## config.mk

```make
export PLATFORM = sky130hd
export DESIGN_NAME = hwlock_unit
export DESIGN_NICKNAME = d
export VERILOG_FILES = /design/src/rtl/hwlock_pkg.sv /design/src/rtl/hwlock_cell.sv /design/src/rtl/hwlock_unit.sv
export SDC_FILE = /design/constraint.sdc
export NUM_CORES = 2
export LEC_CHECK = 0
export ABC_AREA = 1
export BUFFER_PORTS_ARGS = -buffer_cell sky130_fd_sc_hd__buf_2
export CORE_MARGIN = 3
export CORE_UTILIZATION = 65
export DETAILED_ROUTE_END_ITERATION = 12
export PLACE_DENSITY = 0.81
export SLEW_MARGIN = 40
export SYNTH_ARGS = -nofsm -noshare
export SYNTH_HDL_FRONTEND = slang
export SYNTH_HIERARCHICAL = 1
export SYNTH_SLANG_ARGS = --single-unit
```

## constraint.sdc

```tcl
create_clock -name clk -period 2.1 [get_ports clk]
set_clock_uncertainty 0.15 [all_clocks]
set_input_delay 0 -clock clk [delete_from_list [all_inputs] [get_ports clk]]
set_output_delay 0 -clock clk [all_outputs]
set_load 0.01 [all_outputs]
```

## src/rtl/hwlock_pkg.sv

```systemverilog
package hwlock_pkg;
  localparam int unsigned PE_N  = 4;
  localparam int unsigned PE_IW = $clog2(PE_N);

  typedef logic [PE_N-1:0]  pe_vec_t;
  typedef logic [PE_IW-1:0] pe_id_t;

  // keep only the lowest set bit (fixed priority: index 0 first)
  function automatic pe_vec_t first_set(pe_vec_t v);
    return v & (~v + pe_vec_t'(1));
  endfunction

  function automatic pe_id_t vec_to_id(pe_vec_t v);
    pe_id_t id = '0;
    for (int i = 0; i < PE_N; i++) begin
      if (v[i]) id = pe_id_t'(i);
    end
    return id;
  endfunction

  function automatic pe_vec_t id_to_vec(pe_id_t id);
    return pe_vec_t'(1) << id;
  endfunction
endpackage

```

## src/rtl/hwlock_cell.sv

```systemverilog
module hwlock_cell
  import hwlock_pkg::*;
#(
  parameter bit BLOCKING = 1'b0
) (
  input  logic    clk,
  input  logic    rst_n,
  input  pe_vec_t acq_hit,
  input  pe_vec_t rel_hit,
  output pe_vec_t win,
  output pe_vec_t wake,
  output pe_vec_t misuse,
  output logic    freed
);
  logic    held;
  pe_id_t  owner;
  pe_vec_t owner_vec;
  pe_vec_t waiting;
  pe_vec_t pend;

  always_comb begin
    win       = held ? '0 : first_set(acq_hit);
    owner_vec = held ? id_to_vec(owner) : '0;
    freed     = |(rel_hit & owner_vec);
    misuse    = rel_hit & ~owner_vec;
    pend      = BLOCKING ? (waiting | (acq_hit & ~win)) : '0;
    wake      = freed ? first_set(pend) : '0;
  end

  always_ff @(posedge clk or negedge rst_n) begin
    if (!rst_n) begin
      held  <= 1'b0;
      owner <= '0;
    end else if (|win) begin
      held  <= 1'b1;
      owner <= vec_to_id(win);
    end else if (freed) begin
      held  <= 1'b0;
    end
  end

  if (BLOCKING) begin : g_wait
    always_ff @(posedge clk or negedge rst_n) begin
      if (!rst_n) waiting <= '0;
      else        waiting <= pend & ~wake;
    end
  end else begin : g_nowait
    assign waiting = '0;
  end
endmodule

```

## src/rtl/hwlock_unit.sv

```systemverilog
module hwlock_unit
  import hwlock_pkg::*;
#(
  parameter  int NSHORT = 64,
  parameter  int NLONG  = 64,
  localparam int NMAX   = (NSHORT > NLONG) ? NSHORT : NLONG,
  localparam int IW     = (NMAX > 1) ? $clog2(NMAX) : 1
) (
  input  logic               clk,
  input  logic               rst_n,
  input  logic [PE_N-1:0]    pe_req,
  input  logic [PE_N-1:0]    pe_rel,
  input  logic [PE_N-1:0]    pe_long,
  input  logic [PE_N*IW-1:0] pe_lock,
  output logic [PE_N-1:0]    pe_ack,
  output logic [PE_N-1:0]    pe_got,
  output logic [PE_N-1:0]    pe_irq,
  output logic               err_sticky
);
  logic [IW-1:0] pe_idx [PE_N];
  pe_vec_t take_v, drop_v;

  always_comb begin
    for (int p = 0; p < PE_N; p++) begin
      pe_idx[p] = pe_lock[p*IW +: IW];
      take_v[p] = pe_req[p] && !pe_rel[p];
      drop_v[p] = pe_req[p] &&  pe_rel[p];
    end
  end

  pe_vec_t s_win [NSHORT];
  pe_vec_t s_wake[NSHORT];
  pe_vec_t s_mis [NSHORT];
  logic [NSHORT-1:0] s_free;
  pe_vec_t l_win [NLONG];
  pe_vec_t l_wake[NLONG];
  pe_vec_t l_mis [NLONG];
  logic [NLONG-1:0] l_free;

  for (genvar s = 0; s < NSHORT; s++) begin : g_short
    pe_vec_t hit;
    always_comb begin
      for (int p = 0; p < PE_N; p++) hit[p] = !pe_long[p] && (pe_idx[p] == IW'(s));
    end
    hwlock_cell #(.BLOCKING(1'b0)) u_cell (
      .clk(clk), .rst_n(rst_n),
      .acq_hit(take_v & hit), .rel_hit(drop_v & hit),
      .win(s_win[s]), .wake(s_wake[s]), .misuse(s_mis[s]), .freed(s_free[s])
    );
  end

  for (genvar l = 0; l < NLONG; l++) begin : g_long
    pe_vec_t hit;
    always_comb begin
      for (int p = 0; p < PE_N; p++) hit[p] = pe_long[p] && (pe_idx[p] == IW'(l));
    end
    hwlock_cell #(.BLOCKING(1'b1)) u_cell (
      .clk(clk), .rst_n(rst_n),
      .acq_hit(take_v & hit), .rel_hit(drop_v & hit),
      .win(l_win[l]), .wake(l_wake[l]), .misuse(l_mis[l]), .freed(l_free[l])
    );
  end

  // named internal events, observed by the bound checker
  pe_vec_t grant_all, wake_all, misuse_all;
  logic    bad_any, long_rel_evt, short_rel_evt;

  always_comb begin
    grant_all  = '0;
    wake_all   = '0;
    misuse_all = '0;
    for (int s = 0; s < NSHORT; s++) begin
      grant_all  |= s_win[s];
      wake_all   |= s_wake[s];
      misuse_all |= s_mis[s];
    end
    for (int l = 0; l < NLONG; l++) begin
      grant_all  |= l_win[l];
      wake_all   |= l_wake[l];
      misuse_all |= l_mis[l];
    end
    bad_any       = |misuse_all;
    long_rel_evt  = |l_free;
    short_rel_evt = |s_free;
  end

  always_ff @(posedge clk or negedge rst_n) begin
    if (!rst_n) begin
      pe_ack     <= '0;
      pe_got     <= '0;
      pe_irq     <= '0;
      err_sticky <= 1'b0;
    end else begin
      pe_ack     <= pe_req;
      pe_got     <= grant_all;
      pe_irq     <= wake_all;
      err_sticky <= err_sticky | bad_any;
    end
  end
endmodule

```

==> summary.txt, run 1 <==
Status
  – Outcome: stopped before the end
  – Fail Step: global routing (5_1_grt)
  – Tool error: [ERROR GRT-0116] Global routing finished with congestion. Check the congestion regions in the DRC Viewer.

Die
  – Row count: 117
  – DIE WIDTH: 327.1 µm
  – # IOs: 51
  – Initial core utilization: 65.68%
  – DIE HEIGHT: 327.1 µm

GRT
  – Largest net degree at the start of global routing: 81
  – Number of global-route vias before repair: 134300
  – Grt ovf: 11090
  – Overall Global Routing Usage: 107.1%
  – First-pass GRT wire length: 885300 µm

Logic synthesis
  – Syn_area_per_cell: 6.205 µm²
  – Mapped Cells: 10800
  – Mapped cell area: 67020 µm²
  – Synth warn: 6

Placed design
  – I/O Buffers: 50
  – DP HPWL: 276600 µm
  – GP Congestion: 1.311

Clocking
  – Htree depth: 3
  – Num CTS Buffers: 82
  – Clock buffer depth: 3
  – Clk sinks: 653
  – CTS Root Buffer Type: clkbuf_16
-- what timing repair did --
item	4_1_cts
resized for setup	493
hold buffers	11
endpoints found under the setup margin	10
pin swaps	114
buffers inserted	66
endpoints found under the hold margin	657
-- metrics by stage --
stage          hold WS (ns)  worst slack, ns  area (µm²)  setup TNS [ns]  cells
2_1_floorplan       -0.4456        0.0004029       67850               0  10990
3_3_place_gp        -0.2367           -1.203       90440          -52.40  14930
3_5_place_dp        -0.2369           -1.417       90440         -121.79  14930
4_1_cts             0.04663          -0.4157       95950          -2.415  15150
-- metal layers --
| metal | GRT usage [%] | GRT overflow |
|---|---|---|
| met5 | 79.89 | 52 |
| met4 | 114.5 | 2073 |
| met3 | 90.26 | 467 |
| met2 | 133.9 | 7818 |
| met1 | 94.66 | 676 |
==> run 2: changes to the inputs <==
--- a/config.mk
+++ b/config.mk
@@ -8,9 +8,9 @@
 export ABC_AREA = 1
 export BUFFER_PORTS_ARGS = -buffer_cell sky130_fd_sc_hd__buf_2
 export CORE_MARGIN = 3
-export CORE_UTILIZATION = 65
+export CORE_UTILIZATION = 40
 export DETAILED_ROUTE_END_ITERATION = 12
-export PLACE_DENSITY = 0.81
+export PLACE_DENSITY_LB_ADDON = 0.15
 export SLEW_MARGIN = 40
 export SYNTH_ARGS = -nofsm -noshare
 export SYNTH_HDL_FRONTEND = slang
==> summary.txt, run 2 <==
Status
  – Outcome: finished with violations
  – Failing checks: negative setup slack

Final layout
  – Sequential cell area: 16400 µm²
  – Synth-to-layout area growth: 52.81%
  – Largest registers: g_long.u_cell/waiting (256), g_long.u_cell/owner (128), g_short.u_cell/owner (128)
  – Largest register FFs: 256
  – Non-Filler Instances: 16490
  – Fillers: 15720
  – Layout cells sized above 1: 39.63%
  – Most frequent cells in the layout: buf_4 (3393), nor2_1 (2450), inv_1 (1655)
  – Fin nets: 14240
  – Commonest non-fill, non-tap cell in the layout: buf_4
  – Multi-input combinational cell area: 42350 µm²
  – Biggest register: g_long.u_cell/waiting

Detailed routing
  – Vias per inst: 5.213
  – DR vias: 85950
  – Drt wl/cell: 21.05 µm
  – DRT antenna net count: 0
  – Final wirelength: 347100 µm
  – First-pass DRT Iterations: 10
  – Iteration-0 DRC Markers: 7770
  – Residual DRC: 0

Timing
  – Final setup violation count: 8
  – Final worst slack: -0.3120 ns
  – Max Freq: 414.6 MHz
  – Period minus WS final: 2.412 ns
  – Final Hold Fails: 0
  – Worst Tran Pin Value: 0.6886 ns
  – RSZ-0062 raised after global routing: yes
  – Worst hold slack: 0.04629 ns
  – Final Cycle Share: 114.9%
  – Max-slew violation count: 0
  – Relative slew slack: 54.10%

Logic synthesis
  – Mapped Cells: 10800 (unchanged)
  – Syn_area_per_cell: 6.205 µm² (unchanged)
  – Synth warn: 6 (unchanged)
  – Mapped cell area: 67020 µm² (unchanged)

Die
  – DIE WIDTH: 415.3 µm (+27%)
  – Core ar.: 165700 µm²
  – Die area: 172500 µm²
  – Initial core utilization: 40.44% (-25 points)
  – Row count: 149 (+27%)
  – DIE HEIGHT: 415.3 µm (+27%)
  – # IOs: 51 (unchanged)

Critical path
  – CP arrival: 2.90 ns
  – Largest stage delay, worst path: 0.34 ns
  – Crit path max fanout: 13
  – Worst EP required: 2.59 ns
  – Critical path's slowest cell: buf_4
  – CP startpoint kind: input port
  – CP cell instances: buf_2 > inv_1 > nor2_2 > buf_4 > nand3_1 > nor2_1 > buf_4 > nor2_1 > nand2_1 > nand2_1 > nand2_1 > inv_2 > nand2_2 > nor2_1 > nor4_2 > nand2_2 > nor2_4 > nand2_4 > nor2_1 > nand2_1
  – Crit Path Class: in -> reg
  – Crit end category: register
  – R2R depth: 16

Clocking
  – Num CTS Buffers: 92 (+12%)
  – Clk_lat worst skew: 0.76 ns
  – CTS Root Buffer Type: clkbuf_16
  – Clock transition at path regs: 0.06 ns
  – CTS tree: built
  – Htree depth: 3 (unchanged)
  – Clk sinks: 653 (unchanged)
  – Clock buffer depth: 3 (unchanged)

Placed design
  – DP Cell Count: 16180 (+8.4%)
  – GP Congestion: 1.084 (-17%)
  – I/O Buffers: 50 (unchanged)
  – DP HPWL: 278700 µm (+0.76%)

Pwr
  – Tot Pwr: 45.13 mW
  – VDD IR max: 0.5792 mV
  – Pwr dens: 440.7 nW/µm²
  – Static Leak: 53.61 nW

GRT
  – Largest net degree at the start of global routing: 63
  – Initial antenna violation count: 18
  – Number of global-route vias before repair: 83970
  – First-pass GRT wire length: 509300 µm
  – Grt ovf: 0
  – Overall Global Routing Usage: 38.96%

Flow run
  – Max_cap viols: 0

Hold path
  – Hold Path Stages: 8
  – Hold/Removal Path Class: in -> reg
[run 2: final cells by class]
type                       instances  share of cell area (%)
clock inverter                    32                  0.3775
inverter                        1957                   7.183
multi-input combinational       7786                   41.36
sequential                       653                   16.02
timing repair buffer            3715                   29.67
tap                             2189                   2.674
antenna                           15                 0.03665
clock buffer                     140                   2.681
[run 2: critical path: cells and delay by family]
family        cells  cell delay (ns)
simple gates     15             2.12
buf+inv           5             0.76
[run 2: path summary, 6_finish.rpt]
check | start | endpoint | slack, ns
min | pe_req[1] | g_short[28].u_cell/held$_DFFE_PN0P_ | 0.05
max | pe_lock[4] | pe_irq[3]$_DFF_PN0_ | -0.31
max in group asynchronous | rst_n | g_long[25].u_cell/owner[1]$_DFFE_PN0P_ | 0.53
min in group asynchronous | rst_n | g_short[36].u_cell/owner[0]$_DFFE_PN0P_ | 0.44
min reg2reg | g_long[44].u_cell/waiting[3]$_DFF_PN0_ | g_long[44].u_cell/waiting[3]$_DFF_PN0_ | 0.36
max reg2reg | g_long[9].u_cell/held$_DFFE_PN0P_ | pe_irq[3]$_DFF_PN0_ | -0.31
[run 2: report_power, final]
part | total [mW] | internal (mW) | switching [mW] | leakage [nW]
sequential | 15.2 | 14.0 | 1.24 | 6.90
clock | 17.0 | 9.96 | 7.00 | 1.56
combinational | 13.0 | 5.61 | 7.35 | 45.2
total | 45.1 | 29.5 | 15.6 | 53.6
[run 2: per-stage QoR]
step / util (%) / instance area [µm²] / TNS [ns] / setup slack [ns]
final: 61.79 / 102400 / -1.750 / -0.3120
after global routing: 61.78 / 102400 / -2.370 / -0.4138
after CTS: 60.91 / 101000 / -1.351 / -0.2442
after detailed placement: 57.65 / 95550 / -122.43 / -1.650
after global placement: 57.65 / 95540 / -125.99 / -1.640
after floorplan: - / 67850 / 0 / 0.0004029
[run 2: timing repair]
action	in CTS	in global routing
endpoints found under the setup margin	9	13
hold endpoints to repair	679	0
hold buffers	32	0
setup buffers	54	40
gates cloned	0	1
gates resized for setup	390	296
pin swaps	127	103
[run 2: metal layers]
layer	up-vias	wire (µm)	GRT usage, %	part of all wire (%)
li1	40880	-	-	-
met1	40360	135200	46.92	39
met2	3587	151900	61.44	44
met3	1117	27700	7.279	8.0
met4	8	32140	30.06	9.3
met5	-	66	0	0.019
Note: power is estimated with default switching activity, not from simulation.
